$ cat src/rtl/booth_sp_mac.sv
module booth_sp_mac #(
  parameter int W = 20,
  parameter int MAX_TERMS = 64,
  localparam int AW = 2 * W + $clog2(MAX_TERMS)
) (
  input  logic          clk,
  input  logic          rst_n,
  input  logic          load,
  input  logic          clear,
  input  logic          swap,
  input  logic [W-1:0]  coef,
  input  logic [W-1:0]  data,
  output logic [AW-1:0] acc,
  output logic [1:0]    ser_bits,
  output logic          ser_valid,
  output logic          busy,
  output logic          done
);

  localparam int WE   = W + (W % 2);
  localparam int ND   = WE / 2;
  localparam int HW   = W + 3;
  localparam int CNTW = $clog2(ND + 1);

  logic [WE-1:0]          ser_q;
  logic                   prev_q;
  logic [W-1:0]           par_q;
  logic signed [HW-1:0]   hi_q;
  logic [WE-1:0]          lo_q;
  logic [CNTW-1:0]        cnt_q;
  logic                   fin_q;
  logic                   busy_q;
  logic                   done_q;
  logic [1:0]             sbits_q;
  logic                   sval_q;
  logic signed [AW-1:0]   acc_q;

  wire         start    = load && !busy_q;
  wire [W-1:0] ser_src  = swap ? data : coef;
  wire [W-1:0] par_src  = swap ? coef : data;
  wire [WE-1:0] ser_init = WE'(signed'(ser_src));
  wire [2:0]   grp      = {ser_q[1:0], prev_q};

  logic signed [HW-1:0] one_x, two_x, pick, sum_s;
  logic signed [AW-1:0] prod_ext;

  always_comb begin
    one_x = HW'(signed'(par_q));
    two_x = one_x <<< 1;
    unique case (grp)
      3'b001, 3'b010: pick = one_x;
      3'b011:         pick = two_x;
      3'b100:         pick = -two_x;
      3'b101, 3'b110: pick = -one_x;
      default:        pick = '0;
    endcase
    sum_s    = hi_q + pick;
    prod_ext = AW'(signed'({hi_q, lo_q}));
  end

  always_ff @(posedge clk or negedge rst_n) begin
    if (!rst_n) begin
      ser_q   <= '0;
      prev_q  <= 1'b0;
      par_q   <= '0;
      hi_q    <= '0;
      lo_q    <= '0;
      cnt_q   <= '0;
      fin_q   <= 1'b0;
      busy_q  <= 1'b0;
      done_q  <= 1'b0;
      sbits_q <= '0;
      sval_q  <= 1'b0;
    end else begin
      done_q <= 1'b0;
      sval_q <= 1'b0;
      if (start) begin
        ser_q  <= ser_init;
        prev_q <= 1'b0;
        par_q  <= par_src;
        hi_q   <= '0;
        lo_q   <= '0;
        cnt_q  <= '0;
        busy_q <= 1'b1;
      end else if (busy_q && !fin_q) begin
        ser_q   <= {{2{ser_q[WE-1]}}, ser_q[WE-1:2]};
        prev_q  <= ser_q[1];
        hi_q    <= sum_s >>> 2;
        lo_q    <= {sum_s[1:0], lo_q[WE-1:2]};
        sbits_q <= sum_s[1:0];
        sval_q  <= 1'b1;
        cnt_q   <= cnt_q + 1'b1;
        if (cnt_q == CNTW'(ND - 1)) fin_q <= 1'b1;
      end else if (fin_q) begin
        fin_q  <= 1'b0;
        busy_q <= 1'b0;
        done_q <= 1'b1;
      end
    end
  end

  always_ff @(posedge clk or negedge rst_n) begin
    if (!rst_n) acc_q <= '0;
    else        acc_q <= (clear ? '0 : acc_q) + (fin_q ? prod_ext : '0);
  end

  assign acc       = acc_q;
  assign ser_bits  = sbits_q;
  assign ser_valid = sval_q;
  assign busy      = busy_q;
  assign done      = done_q;

  p_done_pulse_r4: assert property (@(posedge clk) disable iff (!rst_n)
    done_q |=> !done_q);

  p_done_idle_r4: assert property (@(posedge clk) disable iff (!rst_n)
    done_q |-> !busy_q);

  p_step_bound_r4: assert property (@(posedge clk) disable iff (!rst_n)
    busy_q |-> (cnt_q <= ND));

  p_ser_window_r6: assert property (@(posedge clk) disable iff (!rst_n)
    sval_q |-> busy_q);

  p_hold_operand_r8: assert property (@(posedge clk) disable iff (!rst_n)
    (busy_q && load) |=> $stable(par_q));

  p_acc_quiet_r3: assert property (@(posedge clk) disable iff (!rst_n)
    (!$past(fin_q) && !$past(clear)) |-> $stable(acc_q));

endmodule

$ cat config.mk
export PLATFORM = sky130hd
export DESIGN_NAME = booth_sp_mac
export DESIGN_NICKNAME = d
export VERILOG_FILES = /design/src/rtl/booth_sp_mac.sv
export SDC_FILE = /design/constraint.sdc
export NUM_CORES = 1
export LEC_CHECK = 0
export BUFFER_PORTS_ARGS = -buffer_cell sky130_fd_sc_hd__buf_2
export CORE_ASPECT_RATIO = 2
export CORE_MARGIN = 10
export CORE_UTILIZATION = 41
export DETAILED_ROUTE_END_ITERATION = 8
export SETUP_SLACK_MARGIN = 0.15
export SLEW_MARGIN = 20
export SYNTH_ARGS = -nofsm -noshare
export SYNTH_HDL_FRONTEND = slang
export SYNTH_SLANG_ARGS = --single-unit
$ cat constraint.sdc
create_clock -name clk -period 3.97 [get_ports clk]
set_input_delay 0.1985 -clock clk [delete_from_list [all_inputs] [get_ports clk]]
set_output_delay 0.1985 -clock clk [all_outputs]
set_load 0.05 [all_outputs]
==> flow_summary.ini, run 1 <==
[critical_path]
critPathKind = reg2reg
critPathLaunch = par_q[0]
r2r_start = par_q[0]
critPathRequiredTime_ns = 4.30
crit_arrival_ns = 4.36
crit_path_end_kind = flip-flop
critPathLaunchType = flip-flop
cp_max_fo = 3

[timing]
relSlewSlack_pct = 40.7
holdWs_ns = 0.0590
hold_violations = 0
period_share_pct = 101
tightest_slew_ns = 0.890
rsz0062_at_grt = yes
layout_min_cycle_time_ns = 4.03
setup_viol = 2
max_freq_mhz = 248
drv_slew = 0
setup_ws_ns = -0.0585
fin_worst_skew_ns = 0.0105

[global_route]
use_met2_pct = 36.6
top_usage_layer = met2
use_met1_pct = 17.1
grt_overflow = 0
met3_usage_pct = 3.15
grt_pass1_wl_mm = 48.6
grt_pass1_vias = 9732
antenna_found_initial = 0
grt_max_degree = 72
grt_usage_pct = 18.4

[cts]
clock-sinks = 138
clkTransAtPathRegs_ns = 0.06
htreeDepth = 4
clkLatencyLatePin_ns = 0.45
cts_tree = done
cts_max_path_buffers = 2
cts-root-buf = clkbuf_16
cts_made_buffers = 17

[synthesis]
ys_ff_latch = 138
postSynthAreaPerCell_um2 = 8.56
synth_async_sr_flop_share_pct = 100
synth_cell_types = 64
synthesis.area_um2 = 10400
synthCells = 1210
synth_warnings = 0
synth_edf_count = 0
seq_area_frac_synth_pct = 33.3
syn_nets = 1327
synthFlopType = dfrtp_1

[cells_and_area]
postLayoutCellArea_um2 = 12600
final_common_cell = dfrtp_1
syn_to_final_growth_pct = 21.2
final_cell_mix = 137 x dfrtp_1, 133 x nand2_1, 93 x buf_2, 93 x buf_4, 88 x o21ai_0
fill_cells = 2515
nets = 1469
antenna_cells = 0
final_core_util_pct = 50.1
drive_gt1_share_pct = 21.4

[drt]
firstDrtPassIters = 7
via_per_inst = 5.54
vias = 9423
drcViolationCount = 0
antenna_left = 0
wire_per_inst_um = 17.7
drtIter0Drc = 450
wl_mm = 30.1

[floorplan]
die_w_um = 132
dieArea_um2 = 32400
ios = 96
row_count = 82
die_y_um = 245
start_util_pct = 41.4
core_um2 = 25000

[place]
dp_slack_ns = -0.165
placed_cell_area_um2 = 11600
dpl.hpwl_mm = 23.1
portBuffers = 95
routabilityCongestion = 0.907

[status]
outcome = finished, violations left
violations = negative setup slack

[power]
p_per_area_nw_per_um2 = 910
p_leak_uw = 0.00621
vdd_drop_max_v = 0.000421

[hold_path]
min_from = coef[7]
holdCritPathClass = in2reg

[run]
max-cap-violations = 0
## repair_timing
item	4_1_cts	5_1_grt
buffers inserted	9	8
setup endpoints to repair	11	19
hold buffers	1	0
pin swaps	11	28
resized for setup	33	37
endpoints found under the hold margin	69	0
gates cloned	1	0
## cells by family after synthesis
group           share of synthesized area (%)
simple gates                             19.2
compound gates                           24.0
flops                                    33.3
buf+inv                                  3.89
xor+xnor                                 6.43
fa+ha+maj                                8.84
mux                                      4.28
## path summary, 6_finish.rpt
check                      slack, ns  cells past startpoint     endpoint
hold / removal                  0.06                      3     ser_q[7]
min in group asynchronous       0.32                      2    ser_q[12]
setup / recovery               -0.06                     19     hi_q[21]
setup reg to reg               -0.06                     19     hi_q[21]
max in group asynchronous       2.72                      3    par_q[10]
hold reg to reg                 0.49                      2  ser_bits[1]
## registers in the layout, indices dropped and copies added (netlist names)
name       flops
ser_q         20
hi_q          21
lo_q          20
prev_q         1
done           1
par_q         20
fin_q          1
ser_valid      1
acc           46
ser_bits       2
cnt_q          4
busy           1
## synth_stat cells (3+ instances only)
| master | count | share of area [%] |
|---|---|---|
| dfrtp_1 | 138 | 33 |
| nand2_1 | 138 | 5.0 |
| o21ai_0 | 109 | 5.3 |
| a21oi_1 | 76 | 3.7 |
| ha_1 | 70 | 8.5 |
| nor2b_1 | 63 | 3.8 |
| clkbuf_1 | 62 | 2.2 |
| nor2_1 | 50 | 1.8 |
| and2_1 | 47 | 2.8 |
| xnor2_1 | 45 | 3.8 |
| mux2i_1 | 42 | 4.1 |
| a21o_1 | 39 | 2.8 |
| xor2_1 | 31 | 2.6 |
| inv_1 | 29 | 1.1 |
| nand3_1 | 26 | 1.3 |
| a22o_1 | 21 | 1.8 |
| a31oi_1 | 20 | 1.2 |
| a211oi_1 | 19 | 1.4 |
| nand2b_1 | 15 | 0.91 |
| a22oi_1 | 13 | 0.94 |
| o21a_1 | 12 | 0.87 |
| and3_1 | 11 | 0.66 |
| nor3_1 | 11 | 0.53 |
| o22ai_1 | 11 | 0.66 |
| o31ai_1 | 9 | 0.65 |
| or3_1 | 8 | 0.48 |
| a221oi_1 | 7 | 0.59 |
| nand4_1 | 7 | 0.42 |
| o211ai_1 | 7 | 0.51 |
| a32oi_1 | 5 | 0.42 |
| a2111oi_0 | 4 | 0.34 |
| a211o_1 | 4 | 0.34 |
| a21boi_0 | 4 | 0.29 |
| a32o_1 | 4 | 0.39 |
| buf_1 | 4 | 0.14 |
| o21ai_1 | 4 | 0.19 |
| o21bai_1 | 4 | 0.29 |
| buf_6 | 3 | 0.33 |
| nand3b_1 | 3 | 0.22 |
| or2_2 | 3 | 0.18 |
| or4_4 | 3 | 0.33 |
## per-stage QoR
stage,TNS (ns),cells,total power [uW]
after floorplan,0,1210,7040
after global placement,-0.0427,1650,9060
final,-0.0910,1701,11400
after detailed placement,-0.520,1650,9190
after global routing,-1.46,1701,12300
after CTS,-0.0117,1693,11100
## layout make-up
type                       count  area [um^2]  area share, %
multi-input combinational    973         6740           53.7
sequential                   138         3450           27.5
timing repair buffer         193         1240           9.89
clock buffer                  18          439           3.50
tap                          336          420           3.35
clock inverter                14          153           1.22
inverter                      29          109          0.867
## worst max-delay path, stage by stage (launching register included)
cell and delay, ns:
dfrtp_1 0.40, inv_2 0.09, ha_4 0.13, nor3b_4 0.24
nand2_2 0.08, or3_4 0.33, or3_4 0.35, buf_6 0.13
xor2_1 0.14, a221oi_2 0.23, a31oi_1 0.07, ha_1 0.34
a21o_1 0.19, a21o_1 0.19, a21oi_2 0.16, nand2_1 0.11
o211ai_1 0.25, and3_4 0.23, o31ai_1 0.06, a21bo_1 0.21
## power breakdown
part           switching [uW]  internal (uW)  total, uW
Clock                     704            903       1610
Sequential                479           1990       2470
Combinational            4090           3260       7350
## metal layers
metal,vias to the layer above,part of all wire (%),wire (um)
li1,4642,-,-
met1,4556,36,10700
met2,163,57,17300
met3,62,2.7,798
met4,0,4.4,1310
met5,-,0,0
(Power assumes the default switching activity.)
==> inputs of run 2 (changes only) <==
Settings changed: RECOVER_POWER from default to 25, SKIP_LAST_GASP from default to 1.
==> run 2 against run 1 <==
Effect of this change:
- the run ends with max-capacitance violations, max-slew violations, negative setup slack left
- clock power is essentially flat
- clock skew is 0.0027 ns lower
- total power barely moved
- register-to-register slack worse by 0.03 ns
- sequential power about the same
- sequential cell count unchanged
- critical path depth shrank 2
==> flow_summary.ini, run 2 (same netlist as run 1, synthesis figures left out) <==
[status]
outcome = finished, violations left
violations = max-capacitance violations, max-slew violations, negative setup slack

[critical_path]
crit_path_end_kind = flip-flop
critPathLaunchType = flip-flop
crit_arrival_ns = 4.40
cp_max_fo = 5
critPathKind = reg2reg
critPathRequiredTime_ns = 4.30

[timing]
tightest_slew_ns = 1.83
setup_viol = 4
holdWs_ns = 0.0541
setup_ws_ns = -0.0924
drv_slew = 72
hold_violations = 0
layout_min_cycle_time_ns = 4.06
fin_worst_skew_ns = 0.00782
rsz0062_at_grt = yes
relSlewSlack_pct = -22.0
period_share_pct = 102
max_freq_mhz = 246

[global_route]
grt_pass1_wl_mm = 48.7
grt_max_degree = 72
grt_pass1_vias = 9733
antenna_found_initial = 0
grt_usage_pct = 18.5
grt_overflow = 0

[cts]
cts-root-buf = clkbuf_16
clkTransAtPathRegs_ns = 0.06
htreeDepth = 4
clock-sinks = 138
clkLatencyLatePin_ns = 0.45
cts_made_buffers = 17
cts_max_path_buffers = 2
cts_tree = done

[floorplan]
dieArea_um2 = 32400
start_util_pct = 41.4
die_y_um = 245
row_count = 82
ios = 96
core_um2 = 25000
die_w_um = 132

[place]
dp_slack_ns = -0.165
dpl.cell_count = 1650
portBuffers = 95
placed_cell_area_um2 = 11600
dpl.hpwl_mm = 23.1
routabilityCongestion = 0.907

[cells_and_area]
final_cells = 1704
drive_gt1_share_pct = 20.6
final_core_util_pct = 50.1
antenna_cells = 0
postLayoutCellArea_um2 = 12500
syn_to_final_growth_pct = 21.1
final_cell_mix = 138 x dfrtp_1, 134 x nand2_1, 97 x buf_4
final_common_cell = dfrtp_1
nets = 1472
largest_register_ffs = 46

[run]
max-cap-violations = 1

[drt]
wire_per_inst_um = 17.7
firstDrtPassIters = 5
drtIter0Drc = 475
via_per_inst = 5.58
drcViolationCount = 0
antenna_left = 0
vias = 9502
wl_mm = 30.1

[hold_path]
holdCritPathClass = in2reg

[power]
vdd_drop_max_v = 0.000423
p_per_area_nw_per_um2 = 912
p_leak_uw = 0.00618
-- run 2: cell types whose count changed in the layout (fill, tap and decap cells not counted), sizes merged --
cell	before	now
clkbuf	18	28
buf	192	185
-- run 2: final timing paths --
| kind | startpoint | endpoint | slack [ns] | cells past startpoint |
|---|---|---|---|---|
| worst min register to register | ser_bits[1] | ser_bits[1] | 0.49 | 2 |
| max in group asynchronous | rst_n | acc[2] | 1.89 | 3 |
| min in group asynchronous | rst_n | ser_q[12] | 0.77 | 2 |
| worst min-delay path | coef[7] | ser_q[7] | 0.05 | 3 |
| worst max register to register | par_q[0] | hi_q[21] | -0.09 | 17 |
| worst max-delay path | par_q[0] | hi_q[21] | -0.09 | 17 |
-- run 2: critical path, stage by stage (launching register included) --
cell	delay, ns
dfrtp_1	0.40
or4_4	0.55
or4_4	0.50
buf_4	0.17
buf_6	0.11
mux2_2	0.26
o22ai_1	0.14
nand2_1	0.07
o21ai_1	0.10
ha_1	0.29
o21a_1	0.14
o21ai_0	0.21
a21oi_1	0.10
buf_4	0.19
o211ai_1	0.23
and3_4	0.23
o31ai_1	0.06
a21bo_1	0.21
-- run 2: where the power goes --
part	total, uW	switching [uW]	internal, uW	leakage [uW]
Clock	1610	704	903	0.000282
Sequential	2460	476	1990	0.00177
Combinational	7360	4080	3280	0.00413
Total	11400	5260	6170	0.00618
-- run 2: what timing repair did --
item | CTS | global route
resized for setup | 29 | 33
hold endpoints to repair | 69 | 0
gates cloned | 1 | 0
pin swaps | 11 | 23
endpoints found under the setup margin | 11 | 19
setup buffers | 9 | 11
hold buffers | 1 | 0
-- run 2: metrics by stage --
step | power [uW] | setup TNS, ns
floorplan | 7040 | 0
CTS | 11100 | -0.0365
global route | 12400 | -1.79
detailed placement | 9190 | -0.520
global placement | 9060 | -0.0427
finish | 11400 | -0.199
-- run 2: layout make-up --
class | count | area (um^2)
multi-input combinational | 973 | 6720
timing repair buffer | 196 | 1240
sequential | 138 | 3450
inverter | 29 | 109
clock buffer | 18 | 439
tap | 336 | 420
fill | 2518 | 12500
clock inverter | 14 | 153
-- run 2: routing by layer --
layer | vias up | global-route usage [%] | part of all wire [%]
met5 | - | 0 | 0
met4 | 0 | 9.01 | 4.1
met3 | 62 | 3.42 | 3.3
met2 | 208 | 37.0 | 57
met1 | 4583 | 17.1 | 35
li1 | 4649 | - | -
==> inputs of run 3 (changes only) <==
Settings changed: CORE_UTILIZATION 41 to 55, PLACE_DENSITY from default to 0.78.
==> run 3 against run 2 <==
Effect of this change:
- the flow still finishes with violations (max-capacitance violations, max-slew violations, negative setup slack)
- setup slack worse by 0.048 ns
- first-iteration DRC count down 5.3%
- global-route usage up 5.9 points
- core utilization up 17 points
- largest cell class unchanged
==> flow_summary.ini, run 3 (same netlist as run 1, synthesis figures left out) <==
[status]
outcome = finished, violations left
violations = max-capacitance violations, max-slew violations, negative setup slack

[global_route]
antenna_found_initial = 0
grt_pass1_wl_mm = 49.1
grt_usage_pct = 24.3
grt_pass1_vias = 10300
grt_max_degree = 99
grt_overflow = 0

[timing]
fin_worst_skew_ns = 0.00965
max_freq_mhz = 243
relSlewSlack_pct = -62.3
drv_slew = 99
setup_viol = 6
setup_ws_ns = -0.140
tightest_slew_ns = 2.43
layout_min_cycle_time_ns = 4.11
period_share_pct = 104
hold_violations = 0
rsz0062_at_grt = yes
tns_ns = -0.491

[critical_path]
critPathKind = reg2reg
crit_arrival_ns = 4.40
critPathRequiredTime_ns = 4.26
crit_path_end_kind = flip-flop
critPathLaunchType = flip-flop
cp_max_fo = 4
r2r_cells = 20

[floorplan]
ios = 96
row_count = 71
die_w_um = 117
core_um2 = 18700
dieArea_um2 = 25100
start_util_pct = 55.5
die_y_um = 214

[place]
portBuffers = 95
routabilityCongestion = 0.988
placed_cell_area_um2 = 11400
dpl.hpwl_mm = 22.1

[cells_and_area]
syn_to_final_growth_pct = 20.1
drive_gt1_share_pct = 20.1
final_cell_mix = 138 x dfrtp_1, 131 x nand2_1, 95 x buf_4
final_common_cell = dfrtp_1
antenna_cells = 0
largest_register_ffs = 46
nets = 1471
postLayoutCellArea_um2 = 12400

[cts]
clock-sinks = 138
clkLatencyLatePin_ns = 0.43
clkTransAtPathRegs_ns = 0.06
cts_max_path_buffers = 2
htreeDepth = 4
cts_tree = done
cts_made_buffers = 17
cts-root-buf = clkbuf_16

[power]
vdd_drop_max_v = 0.000456
p_per_area_nw_per_um2 = 944
p_leak_uw = 0.00617

[drt]
drcViolationCount = 0
vias = 9873
firstDrtPassIters = 5
via_per_inst = 6.23
antenna_left = 0
wl_mm = 30.3
drtIter0Drc = 450
wire_per_inst_um = 19.1

[hold_path]
holdPathStages = 3
holdCritPathClass = in2reg

[run]
max-cap-violations = 1
==> run 3: changes by cell type in the layout (fill, tap and decap cells not counted), moves of 3 or more <==
cell / previous run / this run
o21ai_2: 4 / 7
ha_2: 4 / 1
ha_1: 65 / 69
buf_2: 84 / 73
clkbuf_1: 9 / 22
nand2_1: 134 / 131
inv_6: 6 / 3
==> run 3: worst max-delay path, cell delays in order (launching register included) <==
cell	delay [ns]
dfrtp_1	0.40
inv_2	0.07
ha_2	0.17
nor3b_4	0.23
nand2_2	0.08
or3_4	0.33
or3_4	0.43
nand2_4	0.09
xnor2_2	0.07
a221oi_2	0.23
a21oi_1	0.08
ha_1	0.35
a21o_1	0.20
a21oi_2	0.15
nor2b_1	0.08
o21ai_1	0.18
o211ai_1	0.17
a31oi_2	0.34
a21oi_2	0.10
xnor2_1	0.14
o21ai_0	0.08
==> run 3: layout make-up <==
cell class | instances | area (um^2)
Tap cell | 219 | 274
Clock inverter | 9 | 111
Timing Repair Buffer | 196 | 1240
Sequential cell | 138 | 3450
Inverter | 29 | 109
Multi-Input combinational cell | 972 | 6780
Clock buffer | 22 | 474
Fill cell | 1514 | 6210
==> run 3: timing repair <==
action / in CTS / in global routing
pin swaps: 39 / 25
hold buffers: 1 / 0
setup buffers: 17 / 9
gates resized for setup: 37 / 33
endpoints found under the setup margin: 12 / 16
hold endpoints to repair: 96 / 0
==> run 3: path summary, 6_finish.rpt <==
path	startpoint	to	slack (ns)
min reg2reg	ser_q[19]	ser_q[19]	0.48
min in group asynchronous	rst_n	acc[38]	1.02
max reg2reg	par_q[0]	hi_q[19]	-0.14
max in group asynchronous	rst_n	par_q[9]	1.49
min	data[0]	par_q[0]	0.07
max	par_q[0]	hi_q[19]	-0.14
==> run 3: report_power, final <==
group / switching [uW] / internal (uW)
clock: 648 / 975
sequential: 513 / 1990
combinational: 4270 / 3350
total: 5430 / 6320
==> run 3: stage by stage <==
stage          util, %  setup WS [ns]  cells  hold WS (ns)  total power (uW)
2_1_floorplan        -          0.111   1210       -0.0971              7040
3_3_place_gp      61.3        -0.0365   1527         0.356              8860
3_5_place_dp      61.3         -0.118   1527         0.353              9010
4_1_cts           65.9        -0.0597   1576        0.0673             11100
5_1_grt           66.7         -0.372   1585        0.0911             12500
6_report          66.7         -0.140   1585        0.0742             11700
==> run 3: layer usage <==
| layer | GRT usage [%] | wire length (um) | vias to the layer above |
|---|---|---|---|
| met5 | 0 | 0 | - |
| met4 | 20.5 | 2630 | 0 |
| met3 | 3.75 | 1230 | 148 |
| met2 | 43.1 | 15900 | 341 |
| met1 | 23.4 | 10500 | 4742 |
| li1 | - | - | 4642 |
